===== src/rtl/irq_pkg.sv =====
package irq_pkg;
  localparam int DATA_W = 8;
  localparam int PIN_N  = 4;
  localparam int SEL_W  = 2;

  localparam int B_TXA = 0;
  localparam int B_RXA = 1;
  localparam int B_BRKA = 2;
  localparam int B_CNT = 3;
  localparam int B_TXB = 4;
  localparam int B_RXB = 5;
  localparam int B_BRKB = 6;
  localparam int B_PORT = 7;

  localparam logic [DATA_W-1:0] STICKY = 8'b1100_1100;

  localparam logic [SEL_W-1:0] SEL_STAT = 2'd0;
  localparam logic [SEL_W-1:0] SEL_MASK = 2'd1;
  localparam logic [SEL_W-1:0] SEL_PEN  = 2'd2;

  typedef struct packed {
    logic wrMask;
    logic wrPinEn;
    logic clrPort;
    logic clrBrkA;
    logic clrBrkB;
    logic clrCnt;
  } irqCmd_t;
endpackage


===== src/rtl/irq_ctrl.sv =====
module irq_ctrl
  import irq_pkg::*;
(
  input  logic             regWr,
  input  logic [SEL_W-1:0] regSel,
  input  logic             rdPortChg,
  input  logic             clrBrkA,
  input  logic             clrBrkB,
  input  logic             stopCnt,
  output irqCmd_t          cmd
);
  always_comb begin
    cmd         = '0;
    cmd.wrMask  = regWr && (regSel == SEL_MASK);
    cmd.wrPinEn = regWr && (regSel == SEL_PEN);
    cmd.clrPort = rdPortChg;
    cmd.clrBrkA = clrBrkA;
    cmd.clrBrkB = clrBrkB;
    cmd.clrCnt  = stopCnt;
  end
endmodule


===== src/rtl/irq_datapath.sv =====
module irq_datapath
  import irq_pkg::*;
#(
  parameter int W    = DATA_W,
  parameter int PINS = PIN_N
) (
  input  logic             clk,
  input  logic             rst_n,
  input  irqCmd_t          cmd,
  input  logic             rxLvlA,
  input  logic             txLvlA,
  input  logic             rxLvlB,
  input  logic             txLvlB,
  input  logic             brkEdgeA,
  input  logic             brkEdgeB,
  input  logic             cntReady,
  input  logic [PINS-1:0]  pinA,
  input  logic [PINS-1:0]  pinB,
  input  logic [SEL_W-1:0] regSel,
  input  logic [W-1:0]     regWdata,
  output logic [W-1:0]     regRdata,
  output logic [W-1:0]     statusQ,
  output logic [W-1:0]     maskQ,
  output logic             irqN
);
  logic [PINS-1:0] pinEnQ, pinAPrev, pinBPrev;
  logic [W-1:0]    setVec, clrVec, lvlVec;
  logic            portChg;

  assign portChg = |(((pinA ^ pinAPrev) | (pinB ^ pinBPrev)) & pinEnQ);

  always_comb begin
    setVec = '0;
    clrVec = '0;
    lvlVec = '0;
    setVec[B_PORT] = portChg;   clrVec[B_PORT] = cmd.clrPort;
    setVec[B_BRKB] = brkEdgeB;  clrVec[B_BRKB] = cmd.clrBrkB;
    setVec[B_CNT]  = cntReady;  clrVec[B_CNT]  = cmd.clrCnt;
    setVec[B_BRKA] = brkEdgeA;  clrVec[B_BRKA] = cmd.clrBrkA;
    lvlVec[B_RXB]  = rxLvlB;
    lvlVec[B_TXB]  = txLvlB;
    lvlVec[B_RXA]  = rxLvlA;
    lvlVec[B_TXA]  = txLvlA;
  end

  for (genvar i = 0; i < W; i++) begin : g_bit
    if (STICKY[i]) begin : g_sticky
      always_ff @(posedge clk) begin
        if (!rst_n) statusQ[i] <= 1'b0;
        else        statusQ[i] <= setVec[i] | (statusQ[i] & ~clrVec[i]);
      end
    end else begin : g_level
      always_ff @(posedge clk) begin
        if (!rst_n) statusQ[i] <= 1'b0;
        else        statusQ[i] <= lvlVec[i];
      end
    end
  end

  always_ff @(posedge clk) begin
    if (!rst_n) begin
      maskQ    <= '0;
      pinEnQ   <= '0;
      pinAPrev <= '0;
      pinBPrev <= '0;
    end else begin
      if (cmd.wrMask)  maskQ  <= regWdata;
      if (cmd.wrPinEn) pinEnQ <= regWdata[PINS-1:0];
      pinAPrev <= pinA;
      pinBPrev <= pinB;
    end
  end

  always_comb begin
    case (regSel)
      SEL_STAT: regRdata = statusQ;
      SEL_MASK: regRdata = maskQ;
      SEL_PEN:  regRdata = {{(W-PINS){1'b0}}, pinEnQ};
      default:  regRdata = '0;
    endcase
  end

  assign irqN = ~|(statusQ & maskQ);
endmodule


===== src/rtl/irq_stat_unit.sv =====
module irq_stat_unit
  import irq_pkg::*;
(
  input  logic        clk,
  input  logic        rst_n,
  input  logic        rxLvlA,
  input  logic        txLvlA,
  input  logic        rxLvlB,
  input  logic        txLvlB,
  input  logic        brkEdgeA,
  input  logic        brkEdgeB,
  input  logic        cntReady,
  input  logic [3:0]  pinA,
  input  logic [3:0]  pinB,
  input  logic        rdPortChg,
  input  logic        clrBrkA,
  input  logic        clrBrkB,
  input  logic        stopCnt,
  input  logic [1:0]  regSel,
  input  logic        regWr,
  input  logic [7:0]  regWdata,
  output logic [7:0]  regRdata,
  output logic        irqN
);
  irqCmd_t     cmd;
  logic [7:0]  statusQ, maskQ;

  irq_ctrl u_ctrl (
    .regWr(regWr), .regSel(regSel), .rdPortChg(rdPortChg),
    .clrBrkA(clrBrkA), .clrBrkB(clrBrkB), .stopCnt(stopCnt), .cmd(cmd)
  );

  irq_datapath #(.W(DATA_W), .PINS(PIN_N)) u_dp (
    .clk(clk), .rst_n(rst_n), .cmd(cmd),
    .rxLvlA(rxLvlA), .txLvlA(txLvlA), .rxLvlB(rxLvlB), .txLvlB(txLvlB),
    .brkEdgeA(brkEdgeA), .brkEdgeB(brkEdgeB), .cntReady(cntReady),
    .pinA(pinA), .pinB(pinB), .regSel(regSel), .regWdata(regWdata),
    .regRdata(regRdata), .statusQ(statusQ), .maskQ(maskQ), .irqN(irqN)
  );
endmodule


===== config.mk =====
export PLATFORM = sky130hd
export DESIGN_NAME = irq_stat_unit
export DESIGN_NICKNAME = d
export VERILOG_FILES = /design/src/rtl/irq_pkg.sv /design/src/rtl/irq_ctrl.sv /design/src/rtl/irq_datapath.sv /design/src/rtl/irq_stat_unit.sv
export SDC_FILE = /design/constraint.sdc
export NUM_CORES = 1
export LEC_CHECK = 0
export BUFFER_PORTS_ARGS = -buffer_cell sky130_fd_sc_hd__buf_2
export CORE_UTILIZATION = 49
export DETAILED_ROUTE_END_ITERATION = 10
export PLACE_DENSITY_LB_ADDON = 0.1
export SETUP_SLACK_MARGIN = 0.4
export SYNTH_ARGS = -nofsm -noshare
export SYNTH_HDL_FRONTEND = slang
export SYNTH_HIERARCHICAL = 1
export SYNTH_SLANG_ARGS = --single-unit

===== constraint.sdc =====
create_clock -name clk -period 1.37 [get_ports clk]
set_clock_uncertainty 0.1 [all_clocks]
set_input_delay 0.0685 -clock clk [delete_from_list [all_inputs] [get_ports clk]]
set_output_delay 0.0685 -clock clk [all_outputs]
set_load 0.05 [all_outputs]

==> reports/results.ini <==
[finish]
n_fill_cell = 105
area_growth_syn_to_layout_pct = 66.4
drive_gt1_share_pct = 50.3
diodes = 0
instances_no_fill = 221
nNetsFinal = 226
fin_area_um2 = 2080
post-route-util_pct = 90.5

[clocking]
cts_root_buf = clkbuf_4
clkTransAtPathRegs_ns = 0.15
ctsLongestPathBuffers = 2
insertion_delay_ns = 0.32
numCtsBuffers = 3
cts.sinks = 28
htree_num_levels = 1
tritoncts = done

[global_route]
grt_pass1_wl_um = 5300
grt_pass1_vias = 1178
grt_overflow = 0
grt_usage_pct = 27.3
antenna_found_initial = 0
grt_max_degree = 29

[pwr]
ir_worst_vdd_v = 0.00111
p_per_area_nw_per_um2 = 876
leakage_nw = 0.838

[worst_setup_path]
path_buf_inv = 1
worst_path_largest_cell_delay_ns = 0.39
cp_num_cells = 3
end_kind = output port
critical_path.cell_chain = a22oi_2 > and4_4 > buf_8
worstSetupPathType = reg -> out
reg2reg_depth = 4
critical_path_required_ns = 1.20
worstPathMaxFanout = 3
cp_slowest_cell = dfxtp_4
critPathLaunchType = register
critPathArrivalTime_ns = 1.27
critPathTopFamily = flip-flops

[synth]
synthTopCellsByCount = dfxtp_1 (28), mux2i_1 (20), nor2b_1 (15)
yosysWarnings = 6
synthTopCellsByArea = dfxtp_1 (45%), mux2i_1 (16%), nor2b_1 (7.5%)
synth_area_um2 = 1250
synth_top_area_share_pct = 44.8
synth_area_per_cell_um2 = 10.1
synth_edf_count = 0
synth.distinct_cells = 19
synth.net_count = 156
synth_async_sr_flop_share_pct = 0
ys.flop_type = dfxtp_1
synth_most_common_cell = dfxtp_1
yosysSeqAreaShare_pct = 44.8
ys_ff_latch = 28
syn_inst = 124
yosysTopAreaCell = dfxtp_1

[timing]
worst_slack_ns = -0.0689
final.setup.tns_ns = -0.0689
drv_slew = 0
rsz0062_at_grt = true
relSlewSlack_pct = 73.7
setup_viol = 1
fmax_mhz = 695
worstMarginPinSlew_ns = 0.395
fin_crit_sh_pct = 105
fin_crit_ns = 1.44
hold_violations = 0

[routing]
wl_per_cell_um = 17.2
routed_wl_um = 3800
via_per_inst = 5.23
drtIter0Drc = 30
drc = 0
drtPass1Iterations = 4
antenna_left = 0
vias = 1156

[status]
status = finished, violations left
violations = negative setup slack

[place]
dpl.cell_count = 186
dpl.hpwl_um = 1850
portBuffers = 40
gp_congestion = 0.768
place_area_um2 = 1530

[floorplanning]
start_util_pct = 54.4
dieArea_um2 = 2760
die_height_um = 52.5
core_um2 = 2300
ios = 41
die_x_um = 52.5
rows = 17

[hold_path]
hp-class = in -> reg
hold_depth = 2

[job]
max_cap_violations = 0

flip-flops by register name, summed over array words and instances (netlist names):
register / count
u_dp/pinBPrev: 4
u_dp/pinAPrev: 4
u_dp/statusQ: 8
u_dp/pinEnQ: 4
u_dp/maskQ: 8
layout by cell type (no fill, tap or decap), drive strengths merged:
| cell | n |
|---|---|
| o21a | 4 |
| o21ai | 9 |
| clkbuf | 3 |
| inv | 1 |
| buf | 48 |
| nor2 | 4 |
| and3b | 2 |
| and2 | 12 |
| dlygate4sd3 | 27 |
| and4 | 1 |
| dfxtp | 28 |
| mux2i | 20 |
| nor2b | 16 |
| nand2 | 4 |
| a22oi | 4 |
| nand3 | 1 |
| xor2 | 8 |
| bufinv | 1 |
layout make-up:
cell class              count  area [um^2]  area share (%)
clock buffers               3         22.5            1.08
clock inverters             1         30.0            1.44
inverters                   1         3.75           0.181
multi-input cells          85          795            38.2
flip-flops and latches     28          603            29.0
well taps                  28         35.0            1.68
repair buffers             75          591            28.4
stage by stage:
step                setup slack (ns)  power, mW  hold slack, ns
global route                 -0.0990       1.87          0.0782
CTS                          -0.0609       1.79          0.0424
finish                       -0.0689       1.82          0.0589
detailed placement             0.168       1.16           0.179
floorplan                      0.382       1.08          0.0902
global placement               0.188       1.15           0.175
worst register-to-register path: cells and delay by family (launching register included):
family           cells  cell delay [ns]
XOR/XNOR             1             0.16
AND/OR/NAND/NOR      1             0.09
AO/OA/AOI/OAI        2             0.30
flip-flops           1             0.35
power breakdown:
group	leakage [nW]	internal, mW	switching (mW)
Sequential	0.241	0.852	0.0379
Clock	0.0279	0.296	0.245
Combinational	0.569	0.208	0.183
Total	0.838	1.36	0.466
worst paths after layout:
check	startpoint	slack (ns)	end
max	u_dp/maskQ[5]	-0.07	irqN
min	rst_n	0.06	u_dp/statusQ[7]
max reg2reg	u_dp/pinAPrev[3]	0.29	u_dp/statusQ[7]
min reg2reg	u_dp/maskQ[7]	0.46	u_dp/maskQ[7]
cells by family after synthesis:
| group | share of synthesized area, % |
|---|---|
| simple gates | 19.1 |
| mux | 16.0 |
| xor+xnor | 5.61 |
| flops | 44.8 |
| buf+inv | 5.71 |
| compound gates | 8.71 |
timing repair:
item                                    CTS  global route
hold endpoints to repair                 28             0
endpoints found under the setup margin   10            10
setup buffers                             4             0
hold buffers                             27             0
pin swaps                                 5             3
gates cloned                              0             0
resized for setup                        48            17
layer usage:
| metal | wire [um] | track usage [%] | vias to the layer above |
|---|---|---|---|
| met5 | 0 | 0 | - |
| met3 | 126 | 3.48 | 14 |
| met1 | 1490 | 27.2 | 554 |
| met2 | 2070 | 54.6 | 40 |
| li1 | - | - | 548 |
| met4 | 106 | 11.4 | 0 |
(Power assumes the default switching activity.)
